$ cat src/rtl/csm_pkg.sv
package csm_pkg;
  typedef enum logic [1:0] {OWN_OPEN, OWN_Z1, OWN_Z2, OWN_DEAD} owner_e;

  localparam logic [1:0] RGN_RAM   = 2'b01;
  localparam logic [1:0] RGN_FLASH = 2'b10;
  localparam logic [1:0] GRAB_NONE = 2'b00;
  localparam logic [1:0] GRAB_FULL = 2'b11;

  // pair of zone fields -> owner
  function automatic owner_e grab_decode(input logic [1:0] f1, input logic [1:0] f2);
    if (f1 == GRAB_NONE || f2 == GRAB_NONE) return OWN_DEAD;
    if (f1 == GRAB_FULL && f2 == GRAB_FULL) return OWN_OPEN;
    if (f1 == GRAB_FULL) return OWN_Z1;
    if (f2 == GRAB_FULL) return OWN_Z2;
    return OWN_DEAD;
  endfunction
endpackage

$ cat src/rtl/csm_owner_decode.sv
module csm_owner_decode
  import csm_pkg::*;
#(
  parameter int N_RAM   = 4,
  parameter int N_SECT  = 8,
  parameter int RAM_IW  = 2,
  parameter int SECT_IW = 3,
  parameter int Z1_SECT = N_SECT - 1,
  parameter int Z2_SECT = 0
) (
  input  logic [1:0]          region_i,
  input  logic [RAM_IW-1:0]   ram_idx_i,
  input  logic [SECT_IW-1:0]  sect_idx_i,
  input  logic [2*N_RAM-1:0]  z1_ram_grab_i,
  input  logic [2*N_RAM-1:0]  z2_ram_grab_i,
  input  logic [2*N_SECT-1:0] z1_sect_grab_i,
  input  logic [2*N_SECT-1:0] z2_sect_grab_i,
  output owner_e              owner_o
);
  owner_e ram_own  [N_RAM];
  owner_e sect_own [N_SECT];

  for (genvar g = 0; g < N_RAM; g++) begin : g_ram
    assign ram_own[g] = grab_decode(z1_ram_grab_i[2*g +: 2], z2_ram_grab_i[2*g +: 2]);
  end

  for (genvar g = 0; g < N_SECT; g++) begin : g_sect
    if (g == Z1_SECT) begin : g_fix_z1
      assign sect_own[g] = OWN_Z1;
    end else if (g == Z2_SECT) begin : g_fix_z2
      assign sect_own[g] = OWN_Z2;
    end else begin : g_grab
      assign sect_own[g] = grab_decode(z1_sect_grab_i[2*g +: 2], z2_sect_grab_i[2*g +: 2]);
    end
  end

  always_comb begin
    case (region_i)
      RGN_RAM:   owner_o = ram_own[ram_idx_i];
      RGN_FLASH: owner_o = sect_own[sect_idx_i];
      default:   owner_o = OWN_OPEN;
    endcase
  end
endmodule

$ cat src/rtl/csm_zone_lock.sv
module csm_zone_lock #(
  parameter int PW_W   = 128,
  parameter int WORD_W = 32
) (
  input  logic            clk_i,
  input  logic            rst_ni,
  input  logic            cmp_en_i,
  input  logic [PW_W-1:0] key_i,
  input  logic [PW_W-1:0] cand_i,
  output logic            locked_o
);
  localparam int N_WORDS = PW_W / WORD_W;

  logic [N_WORDS-1:0] word_eq;

  for (genvar w = 0; w < N_WORDS; w++) begin : g_word
    assign word_eq[w] = (key_i[w*WORD_W +: WORD_W] == cand_i[w*WORD_W +: WORD_W]);
  end

  always_ff @(posedge clk_i or negedge rst_ni) begin
    if (!rst_ni)                   locked_o <= 1'b1;
    else if (cmp_en_i && &word_eq) locked_o <= 1'b0;
  end
endmodule

$ cat src/rtl/csm_access_policy.sv
module csm_access_policy
  import csm_pkg::*;
(
  input  owner_e     tgt_own_i,
  input  owner_e     pc_own_i,
  input  logic       dbg_i,
  input  logic [1:0] locked_i,
  output logic       permit_o
);
  logic zone_locked;

  always_comb begin
    case (tgt_own_i)
      OWN_Z1:  zone_locked = locked_i[0];
      OWN_Z2:  zone_locked = locked_i[1];
      default: zone_locked = 1'b0;
    endcase
  end

  always_comb begin
    case (tgt_own_i)
      OWN_OPEN: permit_o = 1'b1;
      OWN_DEAD: permit_o = 1'b0;
      // locked: only CPU code running from the same zone gets through
      default:  permit_o = !zone_locked || (!dbg_i && (pc_own_i == tgt_own_i));
    endcase
  end
endmodule

$ cat src/rtl/csm_access_filter.sv
module csm_access_filter
  import csm_pkg::*;
#(
  parameter int ADDR_W = 16,
  parameter int DATA_W = 32,
  parameter int N_RAM  = 4,
  parameter int N_SECT = 8,
  parameter int BLK_AW = 8,
  parameter int PW_W   = 128,
  parameter int WORD_W = 32
) (
  input  logic                clk_i,
  input  logic                rst_ni,
  input  logic                req_valid_i,
  input  logic                req_we_i,
  input  logic                req_dbg_i,
  input  logic [ADDR_W-1:0]   req_addr_i,
  input  logic [DATA_W-1:0]   req_wdata_i,
  input  logic [ADDR_W-1:0]   pc_i,
  input  logic [2*N_RAM-1:0]  z1_ram_grab_i,
  input  logic [2*N_RAM-1:0]  z2_ram_grab_i,
  input  logic [2*N_SECT-1:0] z1_sect_grab_i,
  input  logic [2*N_SECT-1:0] z2_sect_grab_i,
  input  logic [PW_W-1:0]     z1_key_i,
  input  logic [PW_W-1:0]     z2_key_i,
  input  logic                cmp_valid_i,
  input  logic                cmp_zone_i,
  input  logic [PW_W-1:0]     cmp_word_i,
  output logic                mem_req_o,
  output logic                mem_we_o,
  output logic [ADDR_W-1:0]   mem_addr_o,
  output logic [DATA_W-1:0]   mem_wdata_o,
  input  logic [DATA_W-1:0]   mem_rdata_i,
  output logic [DATA_W-1:0]   rsp_rdata_o,
  output logic [1:0]          lock_o
);
  localparam int RAM_IW  = (N_RAM  > 1) ? $clog2(N_RAM)  : 1;
  localparam int SECT_IW = (N_SECT > 1) ? $clog2(N_SECT) : 1;
  localparam int N_ZONES = 2;

  owner_e tgt_own;
  owner_e pc_own;
  logic   permit;
  logic   unused_pc;

  logic [N_ZONES-1:0][PW_W-1:0] zone_key;
  assign zone_key = {z2_key_i, z1_key_i};

  csm_owner_decode #(
    .N_RAM(N_RAM), .N_SECT(N_SECT), .RAM_IW(RAM_IW), .SECT_IW(SECT_IW)
  ) i_tgt_dec (
    .region_i       (req_addr_i[ADDR_W-1 -: 2]),
    .ram_idx_i      (req_addr_i[BLK_AW +: RAM_IW]),
    .sect_idx_i     (req_addr_i[BLK_AW +: SECT_IW]),
    .z1_ram_grab_i  (z1_ram_grab_i),
    .z2_ram_grab_i  (z2_ram_grab_i),
    .z1_sect_grab_i (z1_sect_grab_i),
    .z2_sect_grab_i (z2_sect_grab_i),
    .owner_o        (tgt_own)
  );

  csm_owner_decode #(
    .N_RAM(N_RAM), .N_SECT(N_SECT), .RAM_IW(RAM_IW), .SECT_IW(SECT_IW)
  ) i_pc_dec (
    .region_i       (pc_i[ADDR_W-1 -: 2]),
    .ram_idx_i      (pc_i[BLK_AW +: RAM_IW]),
    .sect_idx_i     (pc_i[BLK_AW +: SECT_IW]),
    .z1_ram_grab_i  (z1_ram_grab_i),
    .z2_ram_grab_i  (z2_ram_grab_i),
    .z1_sect_grab_i (z1_sect_grab_i),
    .z2_sect_grab_i (z2_sect_grab_i),
    .owner_o        (pc_own)
  );
  assign unused_pc = ^pc_i;

  for (genvar z = 0; z < N_ZONES; z++) begin : g_zone
    csm_zone_lock #(.PW_W(PW_W), .WORD_W(WORD_W)) i_lock (
      .clk_i    (clk_i),
      .rst_ni   (rst_ni),
      .cmp_en_i (cmp_valid_i && (cmp_zone_i == 1'(z))),
      .key_i    (zone_key[z]),
      .cand_i   (cmp_word_i),
      .locked_o (lock_o[z])
    );
  end

  csm_access_policy i_policy (
    .tgt_own_i (tgt_own),
    .pc_own_i  (pc_own),
    .dbg_i     (req_dbg_i),
    .locked_i  (lock_o),
    .permit_o  (permit)
  );

  assign mem_req_o   = req_valid_i && permit;
  assign mem_we_o    = mem_req_o && req_we_i;
  assign mem_addr_o  = req_addr_i;
  assign mem_wdata_o = req_wdata_i;
  assign rsp_rdata_o = (mem_req_o && !req_we_i) ? mem_rdata_i : '0;
endmodule

$ cat config.mk
export PLATFORM = sky130hd
export DESIGN_NAME = csm_access_filter
export DESIGN_NICKNAME = d
export VERILOG_FILES = /design/src/rtl/csm_pkg.sv /design/src/rtl/csm_owner_decode.sv /design/src/rtl/csm_zone_lock.sv /design/src/rtl/csm_access_policy.sv /design/src/rtl/csm_access_filter.sv
export SDC_FILE = /design/constraint.sdc
export NUM_CORES = 1
export LEC_CHECK = 0
export ABC_AREA = 1
export BUFFER_PORTS_ARGS = -buffer_cell sky130_fd_sc_hd__buf_2
export CORE_AREA = 2 2 241 243
export DETAILED_ROUTE_END_ITERATION = 7
export DIE_AREA = 0 0 243 245
export GPL_TIMING_DRIVEN = 0
export SETUP_SLACK_MARGIN = 0.4
export SYNTH_ARGS = -nofsm -noshare
export SYNTH_HDL_FRONTEND = slang
export SYNTH_SLANG_ARGS = --single-unit
$ cat constraint.sdc
create_clock -name clk_i -period 2.9 [get_ports clk_i]
set_input_delay 0.145 -clock clk_i [delete_from_list [all_inputs] [get_ports clk_i]]
set_output_delay 0.145 -clock clk_i [all_outputs]
set_load 0.03 [all_outputs]
==> impl_metrics.yaml, run 1 <==
power_and_ir_drop:
  total_leakage_power_nw: 5.12
  net-switching-power_w: 0.000856
  power_w: 0.00164
  p_seq_share_pct: 1.7
  p_clk_share_pct: 12.6
  p_int_w: 0.000786
  ir_worst_vdd_mv: 0.136
  combPwrFrac_pct: 85.7
  swShare_pct: 52.1
  powerDensity_nw_per_um2: 180
placed_design:
  routabilityCongestion: 0.949
  dp.cells: 2257
  portBuffers: 554
  dpl_cell_area_um2: 8770
  dpl.hpwl_mm: 42.0
floorplan:
  die_y_um: 245
  core_region_area_um2: 57000
  dieArea_um2: 59500
  start_util_pct: 8.83
  die-width_um: 243
  ios: 619
  num_rows: 88
grt:
  antenna_found_initial: 17
  grt.overflow.total: 0
  grt_pass1_wl_mm: 57.4
  grt_max_degree: 11
  grt_pass1_vias: 7845
  grt_usage_pct: 13.9
route:
  route.antenna.remaining_nets: 0
  first_pass_iters: 4
  route.detailed.drc: 0
  vias: 8247
  drt-initial-drc-count: 308
  wirelength_mm: 44.5
  wl_per_cell_um: 19.6
  viasPerCell: 3.63
critical_path:
  path_cells: "buf_12 > inv_6 > nor2_4 > buf_4 > nand2_1 > nand2_1 > nand2_1 > nand3_1 > nand2_1 > nand2_2 > ha_4 > a21boi_2 > nand2_2 > nand3_4 > buf_6 > nor2_1 > buf_4"
  path_max_fanout: 10
  path_buf_inv: 5
  max_stage_delay_ns: 0.22
  cp-end-kind: "output pin"
  path_class: "input pin to output pin"
  r2r-start: "g_zone[1].i_lock.locked_o"
  cp.required_ns: 2.76
  crit_top_cell: "nand2_1"
  cpMaxStageDelayCell: "ha_4"
  cp_top_family: "simple AND/OR/NAND/NOR gates"
  critPathLaunchType: "input pin"
  crit_arrival_ns: 2.18
  crit_path_start: "req_addr_i[8]"
synthesis:
  mappedNetlistArea_um2: 5030
  synth_edf_count: 0
  synth_fa_ha_area_share_pct: 1.74
  synth.distinct_cells: 36
  syn_inst: 937
  avgSynthCellArea_um2: 5.37
  synth_nets: 1479
  synth-seq-cells: 2
  synth_xor_area_share_pct: 17.7
  ys_seq_area_share_pct: 1.04
  synth_compound_area_share_pct: 18.6
  synth_top_family_by_area: "simple AND/OR/NAND/NOR gates"
  synthArstFlopShare_pct: 100
  yosys.area_share.simple_pct: 37.4
  ys_dominant_reg_cell: "dfstp_2"
  yosysWarnings: 0
  synth_mux_area_share_pct: 0
finish:
  final_cell_mix: "buf_2 (530), nand2_1 (206), inv_1 (197)"
  reg_top3: "g_zone.i_lock.locked_o: 2 flops"
  final_cell_area_um2: 9150
  final_common_cell: "buf_2"
  final_nets: 2046
  area_growth_pct: 81.7
  final_cells: 2272
  largest-register: "g_zone.i_lock.locked_o"
  nFillCells: 6857
  largest_reg_flops: 2
  drive_gt1_share_pct: 44.9
flow_run:
  cap_violations: 0
clock_network:
  cts_buffers: 3
  cts_root_buf: "clkbuf_16"
  clock_path_buffers: 2
  cts_max_level: 1
  worstSkewPairLatency_ns: 0.22
  clkTransAtPathRegs_ns: 0.03
  clock_sinks: 2
  cts_tree: "yes"
timing:
  period_needed_ns: 2.33
  finalHoldViolCount: 0
  rsz0062_at_grt: "true"
  finClkSkew_ns: 0
  slew_violations: 0
  worstMarginPinSlew_ns: 0.958
  slew_headroom_pct: 35.5
  tns_ns: 0
  fmax_mhz: 429
  finalSetupViolCount: 0
  period_share_pct: 80.3
status:
  outcome: "complete, no violations"
min_path:
  min_path_type: "input pin to asynchronous set/reset pin"
-- power groups by stage --
stage / Clock, W / Sequential, W / Combinational, W
global route: 0.000215 / 0.0000282 / 0.00154
CTS: 0.000212 / 0.0000282 / 0.00139
floorplan: 0 / 0.0000285 / 0.000626
global placement: 0 / 0.0000285 / 0.00137
detailed placement: 0 / 0.0000285 / 0.00137
finish: 0.000207 / 0.0000282 / 0.00141
-- logic make-up (layout without fill, tap and decap cells) --
kind of cell,after synthesis,in the layout
AOI/OAI and AO/OA,143,143
xor gates and xnor gates,102,102
adders and majority gates,7,7
buffers and inverters,256,821
DFF,2,2
other,0,5
and+or+nand+nor,427,427
-- layout make-up --
| type | count | area [um^2] | area share, % |
|---|---|---|---|
| Inverter | 201 | 759 | 8.30 |
| Tap cell | 765 | 957 | 10.5 |
| Timing Repair Buffer | 562 | 2960 | 32.4 |
| Multi-Input combinational cell | 679 | 3890 | 42.5 |
| Buffer | 55 | 438 | 4.79 |
| Sequential cell | 2 | 52.6 | 0.575 |
| Clock buffer | 3 | 75.1 | 0.821 |
| Antenna cell | 5 | 12.5 | 0.137 |
-- stage by stage --
step	hold slack, ns	util, %	worst slack [ns]
2_1_floorplan	-0.00284	-	0.738
3_3_place_gp	0.117	15.4	-0.564
3_5_place_dp	0.118	15.4	-0.0627
4_1_cts	0.450	15.6	0.405
5_1_grt	0.471	16.0	0.386
6_report	0.454	16.0	0.570
-- path summary, 6_finish.rpt --
| check | endpoint | slack (ns) | depth (start not counted) |
|---|---|---|---|
| worst min register to register | g_zone[0].i_lock.locked_o | 0.45 | 2 |
| worst min-delay path | g_zone[1].i_lock.locked_o | 0.45 | 2 |
| worst max register to register | g_zone[1].i_lock.locked_o | 2.08 | 1 |
| max in group asynchronous | g_zone[0].i_lock.locked_o | 2.42 | 2 |
| min in group clk_i | g_zone[0].i_lock.locked_o | 0.45 | 2 |
| worst max-delay path | rsp_rdata_o[16] | 0.57 | 17 |
-- layer usage --
layer  vias to the layer above  global-route usage [%]  wire, um
met5                         -                       0        52
met4                        10                    3.93      1320
met3                        58                    2.26      2830
met2                       442                    25.1     21800
met1                      3640                    17.0     18400
li1                       4097                       -         -
-- synth_stat cells, types with 3 or more instances --
cell	count	share of area, %
a22o_1	6	1.0
nand3_1	37	3.7
or2_2	13	1.6
a21oi_1	7	0.70
nor3_1	13	1.3
a221oi_1	9	1.6
a211oi_1	11	1.6
xor2_1	63	11
o2111ai_1	14	2.4
inv_1	198	15
buf_4	50	7.5
nand2_1	209	16
nor2_2	12	1.5
o21ai_0	53	5.3
xnor2_1	39	6.8
o22ai_1	29	3.6
ha_1	7	1.7
nor4_1	21	2.6
a211o_1	7	1.2
nand4_1	21	2.6
inv_2	3	0.22
buf_6	4	0.89
nor2_1	92	6.9
-- repair_timing --
action / CTS / global route
setup endpoints to repair: 23 / 35
hold endpoints to repair: 2 / 0
setup buffers: 0 / 4
pin swaps: 0 / 5
resized for setup: 9 / 71
hold buffers: 1 / 0
cloned: 0 / 2
Power figures use the tool's default switching activity.
==> run 2: changes to the inputs <==
==> constraint.sdc (replaced) <==
create_clock -name clk_i -period 1.9 [get_ports clk_i]
set_input_delay 0.095 -clock clk_i [delete_from_list [all_inputs] [get_ports clk_i]]
set_output_delay 0.095 -clock clk_i [all_outputs]
set_load 0.03 [all_outputs]
==> run 2 against run 1 <==
Effect of this change:
- the flow now finishes with violations (negative setup slack)
- non-clock buffer count grew 16
- register-to-register slack worse by 0.99 ns
- clock power up 57%
- clock skew unchanged
- worst hold slack got worse by 0.089 ns
- total power rose by 74%
- die area stayed put
- combinational power increased by 76%
- global-route usage grew 0.43 points
- count of clock-buffer cells in the layout stayed put
- routed wire length grew 2.8%
- critical path depth up 2
- critical path type unchanged
- critical endpoint is now rsp_rdata_o[29]
- largest cell class unchanged
==> impl_metrics.yaml, run 2 (synthesized netlist as in run 1, its figures left out) <==
status:
  outcome: "complete, but fails checks"
  violations: "negative setup slack"
power_and_ir_drop:
  ir_worst_vdd_mv: 0.194
  total_leakage_power_nw: 5.34
  powerDensity_nw_per_um2: 278
floorplan:
  die_y_um: 245
  core_region_area_um2: 57000
  num_rows: 88
  start_util_pct: 8.83
  die-width_um: 243
  dieArea_um2: 59500
  ios: 619
timing:
  tns_ns: -8.16
  finalSetupViolCount: 34
  fmax_mhz: 457
  worstMarginPinSlew_ns: 0.904
  finClkSkew_ns: 0
  hold_slack_ns: 0.365
  finalHoldViolCount: 0
  period_needed_ns: 2.19
  slew_violations: 0
  rsz0062_at_grt: "true"
  slew_headroom_pct: 39.3
  worst_slack_ns: -0.286
  period_share_pct: 115
route:
  first_pass_iters: 5
  wirelength_mm: 45.7
  route.detailed.drc: 0
  drt-initial-drc-count: 338
  vias: 8349
  viasPerCell: 3.66
  wl_per_cell_um: 20.0
  route.antenna.remaining_nets: 0
finish:
  final_cell_mix: "buf_2 (514), nand2_1 (190), inv_1 (182)"
  reg_top3: "g_zone.i_lock.locked_o: 2 flops"
  drive_gt1_share_pct: 52.1
  final_cell_area_um2: 10300
  area_growth_pct: 104
  largest_reg_flops: 2
  final_common_cell: "buf_2"
  final_nets: 2062
  largest-register: "g_zone.i_lock.locked_o"
  final_cells: 2284
placed_design:
  portBuffers: 554
  dpl.hpwl_mm: 42.6
  place_ws_ns: -1.28
  dpl_cell_area_um2: 9000
  dp.cells: 2256
  routabilityCongestion: 0.938
critical_path:
  max_stage_delay_ns: 0.25
  r2r_cells: 1
  r2r-start: "g_zone[1].i_lock.locked_o"
  path_buf_inv: 5
  path_max_fanout: 5
  path_cells: "buf_2 > inv_1 > nand2_1 > nand2_2 > nand2_1 > nand3_2 > nand2_1 > nand2_2 > nand3_2 > nand2_2 > nand2_4 > ha_4 > a21boi_2 > nand2_2 > nand3_4 > buf_6 > buf_16 > nor2_4 > buf_6"
  cp.required_ns: 1.80
  reg2reg_to: "g_zone[1].i_lock.locked_o"
  crit_end: "rsp_rdata_o[29]"
  crit_top_cell: "nand2_2"
  cpMaxStageDelayCell: "ha_4"
  crit_arrival_ns: 2.09
  critPathLaunchType: "input pin"
  reg2reg_slack_ns: 1.09
  cp.depth: 19
  crit_path_start: "z2_sect_grab_i[4]"
  path_class: "input pin to output pin"
  cp_top_family: "simple AND/OR/NAND/NOR gates"
  cp-end-kind: "output pin"
grt:
  grt.overflow.total: 0
  grt_pass1_vias: 7957
  grt_pass1_wl_mm: 59.0
  antenna_found_initial: 11
  grt_usage_pct: 14.4
  grt_max_degree: 10
clock_network:
  cts_buffers: 3
  clock_path_buffers: 2
  clock_sinks: 2
  cts_tree: "yes"
  worstSkewPairLatency_ns: 0.22
  cts_root_buf: "clkbuf_16"
  clkTransAtPathRegs_ns: 0.03
  cts_max_level: 1
min_path:
  min_path_type: "input pin to asynchronous set/reset pin"
flow_run:
  cap_violations: 0
run 2: where the power goes:
group	total (W)	switching (W)	internal, W
sequential	0.0000431	0	0.0000431
combinational	0.00248	0.00144	0.00105
clock	0.000326	0.0000573	0.000269
run 2: what timing repair did:
| item | in CTS | in global routing |
|---|---|---|
| pin swaps | 22 | 54 |
| cloned | 3 | 0 |
| endpoints found under the hold margin | 2 | 0 |
| endpoints found under the setup margin | 36 | 36 |
| resized for setup | 139 | 92 |
| buffers inserted | 12 | 8 |
| hold buffers | 1 | 0 |
run 2: how the worst min path moves through the flow:
| stage | startpoint | endpoint | slack (ns) | cells past startpoint |
|---|---|---|---|---|
| 4_1_cts | rst_ni | g_zone[1].i_lock.locked_o | 0.37 | 2 |
| 6_report | rst_ni | g_zone[1].i_lock.locked_o | 0.37 | 2 |
| 3_3_place_gp | rst_ni | g_zone[1].i_lock.locked_o | 0.05 | 1 |
| 5_1_grt | rst_ni | g_zone[1].i_lock.locked_o | 0.39 | 2 |
| 2_1_floorplan | rst_ni | g_zone[0].i_lock.locked_o | -0.05 | 0 |
| 3_5_place_dp | rst_ni | g_zone[0].i_lock.locked_o | 0.05 | 1 |
run 2: final cells by class:
cell class                 count  area [um^2]
multi-input combinational    679         4610
antenna                        1         2.50
buffer                        55          460
clock buffer                   3         75.1
sequential                     2         52.6
tap                          765          957
timing repair buffer         578         3300
inverter                     201          808
fill                        6728        46800
run 2: routing by layer:
metal  global-route usage [%]  vias to the layer above  part of all wire [%]
met4                     3.14                       14                   2.1
li1                         -                     4128                     -
met1                     17.3                     3714                    41
met5                        0                        -                  0.22
met2                     26.5                      447                    50
met3                     2.36                       46                   6.7
run 2: metrics by stage:
step           power, W  util [%]
6_report        0.00285      18.0
4_1_cts         0.00279      17.2
3_5_place_dp    0.00222      15.8
5_1_grt         0.00306      18.0
3_3_place_gp    0.00221      15.8
2_1_floorplan   0.00107         -
==> run 3: changes to the inputs <==
--- a/config.mk
+++ b/config.mk
@@ -5,11 +5,10 @@
 export SDC_FILE = /design/constraint.sdc
 export NUM_CORES = 1
 export LEC_CHECK = 0
-export ABC_AREA = 1
 export BUFFER_PORTS_ARGS = -buffer_cell sky130_fd_sc_hd__buf_2
-export CORE_AREA = 2 2 241 243
+export CORE_AREA = 2 2 238 240
 export DETAILED_ROUTE_END_ITERATION = 7
-export DIE_AREA = 0 0 243 245
+export DIE_AREA = 0 0 240 242
 export GPL_TIMING_DRIVEN = 0
 export SETUP_SLACK_MARGIN = 0.4
 export SYNTH_ARGS = -nofsm -noshare
==> run 3 against run 2 <==
Effect of this change:
- the flow still finishes with violations (negative setup slack)
- area after synthesis is 8.8% lower
- sequential cell count stayed put
- clock skew is the same
- largest power group unchanged
- cell count decreased by 13%
- count of clock-buffer cells in the layout stayed put
- clock power decreased by 4%
- final area down 3.6%
- global-route usage up 1.5 points
- worst setup slack worse by 0.37 ns
- sequential power about the same
- critical path type unchanged
- critical endpoint is now rsp_rdata_o[11]
- first-iteration DRC count decreased by 3.3%
- total power shrank 2.5%
==> impl_metrics.yaml, run 3 <==
status:
  outcome: "complete, but fails checks"
  violations: "negative setup slack"
finish:
  largest-register: "g_zone.i_lock.locked_o"
  drive_gt1_share_pct: 59.8
  final_util_pct: 17.8
  multi_input_area_um2: 4600
  final_common_cell: "buf_2"
  largest_reg_flops: 2
  final_cell_mix: "buf_2 (499), inv_1 (101), xor2_1 (83)"
  register_area_um2: 52.6
  final_nets: 1766
  reg_top3: "g_zone.i_lock.locked_o: 2 flops"
  area_growth_pct: 116
  nFillCells: 6489
critical_path:
  path_max_fanout: 8
  path_class: "input pin to output pin"
  r2r_cells: 1
  path_cells: "buf_6 > inv_4 > ha_4 > or3b_4 > a211oi_4 > nor3_4 > xor2_1 > o311a_4 > clkbuf_16 > nor4bb_4 > buf_6"
  cpMaxStageDelayCell: "o311a_4"
  cp.required_ns: 1.80
  cp_top_family: "simple AND/OR/NAND/NOR gates"
  cp-end-kind: "output pin"
  crit_arrival_ns: 2.46
  max_stage_delay_ns: 0.48
  crit_top_cell: "buf_6"
  path_buf_inv: 4
  critPathLaunchType: "input pin"
  cp.depth: 11
synthesis:
  mappedNetlistArea_um2: 4590
  yosysWarnings: 0
  synth_nets: 1189
  avgSynthCellArea_um2: 7.09
  synth.top_cells.by_area: "xor2_1 (17%), xnor2_1 (10%), inv_1 (8.8%)"
  yosys.area.top_type: "xor2_1"
  syn_inst: 647
  synth.distinct_cells: 45
  yosys.area.top_type_share_pct: 17.4
  synthArstFlopShare_pct: 100
  synth_commonest_cells: "inv_1 (108), xor2_1 (91), xnor2_1 (54)"
  ys_seq_area_share_pct: 1.15
  yosysMostFrequentCell: "inv_1"
  synth_edf_count: 0
  synth-seq-cells: 2
  ys_dominant_reg_cell: "dfstp_2"
floorplan:
  core_region_area_um2: 55700
  die-width_um: 240
  start_util_pct: 8.23
  die_y_um: 242
  num_rows: 87
  dieArea_um2: 58100
  ios: 619
timing:
  worst_slack_ns: -0.656
  finClkSkew_ns: 0
  tns_ns: -21.41
  finalHoldViolCount: 0
  slew_headroom_pct: 15.5
  slew_violations: 0
  fmax_mhz: 391
  worstMarginPinSlew_ns: 1.27
  period_needed_ns: 2.56
  finalSetupViolCount: 36
  rsz0062_at_grt: "true"
  hold_slack_ns: 0.438
  period_share_pct: 135
grt:
  grt_max_degree: 11
  grt_usage_pct: 15.9
  use_met1_pct: 18.7
  use_met2_pct: 28.8
  grt_pass1_wl_mm: 62.0
  grt.met3_usage_pct: 2.60
  antenna_found_initial: 31
  busiest_layer: "met2"
  grt_pass1_vias: 7553
  grt.overflow.total: 0
placed_design:
  routabilityCongestion: 0.906
  portBuffers: 556
  place_ws_ns: -1.14
  dpl.hpwl_mm: 45.6
clock_network:
  cts_root_buf: "clkbuf_16"
  cts_buffers: 3
  cts_max_level: 1
  clock_sinks: 2
  cts_tree: "yes"
  clock_path_buffers: 2
  clkTransAtPathRegs_ns: 0.03
  worstSkewPairLatency_ns: 0.22
min_path:
  min_path_type: "input pin to asynchronous set/reset pin"
route:
  route.antenna.remaining_nets: 0
  drt-initial-drc-count: 327
  wirelength_mm: 48.7
  wl_per_cell_um: 24.5
  vias: 7631
  viasPerCell: 3.85
  first_pass_iters: 6
  route.detailed.drc: 0
power_and_ir_drop:
  total_leakage_power_nw: 4.59
  powerDensity_nw_per_um2: 281
  ir_worst_vdd_mv: 0.112
flow_run:
  cap_violations: 0
run 3: changes by cell type in the layout (fill, tap and decap cells not counted), sizes merged, moves of 15 or more:
cell     before  now
nand2       211    8
nor2        106   16
inv         190  108
o21ai        53    4
nand3        38    6
nor4bb        0   32
xor2         63   91
o2bb2ai       0   24
nor4         21   41
o211ai        1   18
xnor2        39   54
run 3: repair_timing:
action	CTS	global route
setup buffers	9	1
gates cloned	2	2
hold buffers	1	0
resized for setup	149	33
pin swaps	39	15
hold endpoints to repair	2	0
setup endpoints to repair	36	36
run 3: worst paths after layout:
check	slack, ns	startpoint	endpoint
worst min-delay path	0.44	rst_ni	g_zone[0].i_lock.locked_o
worst max register to register	0.91	g_zone[1].i_lock.locked_o	g_zone[1].i_lock.locked_o
worst max-delay path	-0.66	req_addr_i[14]	rsp_rdata_o[11]
min in group clk_i	0.44	req_wdata_i[18]	mem_wdata_o[18]
max in group asynchronous	1.44	rst_ni	g_zone[1].i_lock.locked_o
worst min register to register	0.52	g_zone[0].i_lock.locked_o	g_zone[0].i_lock.locked_o
run 3: cell families after synthesis:
logic type,after synthesis,share of synthesized area (%)
buffers and inverters,171,18.8
AND/OR/NAND/NOR,164,23.6
AO/OA/AOI/OAI,158,26.9
XOR/XNOR,145,27.7
adder cells (fa/ha/maj),7,1.91
flip-flops,2,1.15
run 3: final cells by class:
class | count | area share (%)
Multi-Input combinational cell | 474 | 46.5
Timing Repair Buffer | 572 | 33.3
Tap cell | 756 | 9.56
Buffer | 63 | 5.09
Inverter | 108 | 4.12
Clock buffer | 3 | 0.758
Sequential cell | 2 | 0.531
Antenna cell | 6 | 0.152
run 3: routing by layer:
layer	vias up	share of wire (%)
met3	82	6.7
met1	3529	40
met4	2	4.4
li1	3514	-
met5	-	0.027
met2	504	49
run 3: where the power goes:
part | switching (W) | internal [W] | total [W] | leakage [nW]
combinational | 0.00132 | 0.00110 | 0.00242 | 4.53
clock | 0.0000468 | 0.000268 | 0.000314 | 0.0370
sequential | 0 | 0.0000431 | 0.0000431 | 0.0206
total | 0.00136 | 0.00141 | 0.00278 | 4.59
run 3: metrics by stage:
stage | cells | cell area (um^2) | power (W)
6_report | 1984 | 9900 | 0.00278
5_1_grt | 1982 | 9890 | 0.00295
4_1_cts | 1975 | 9710 | 0.00278
3_5_place_dp | 1960 | 8910 | 0.00228
3_3_place_gp | 1959 | 8890 | 0.00228
2_1_floorplan | 647 | 5170 | 0.00109
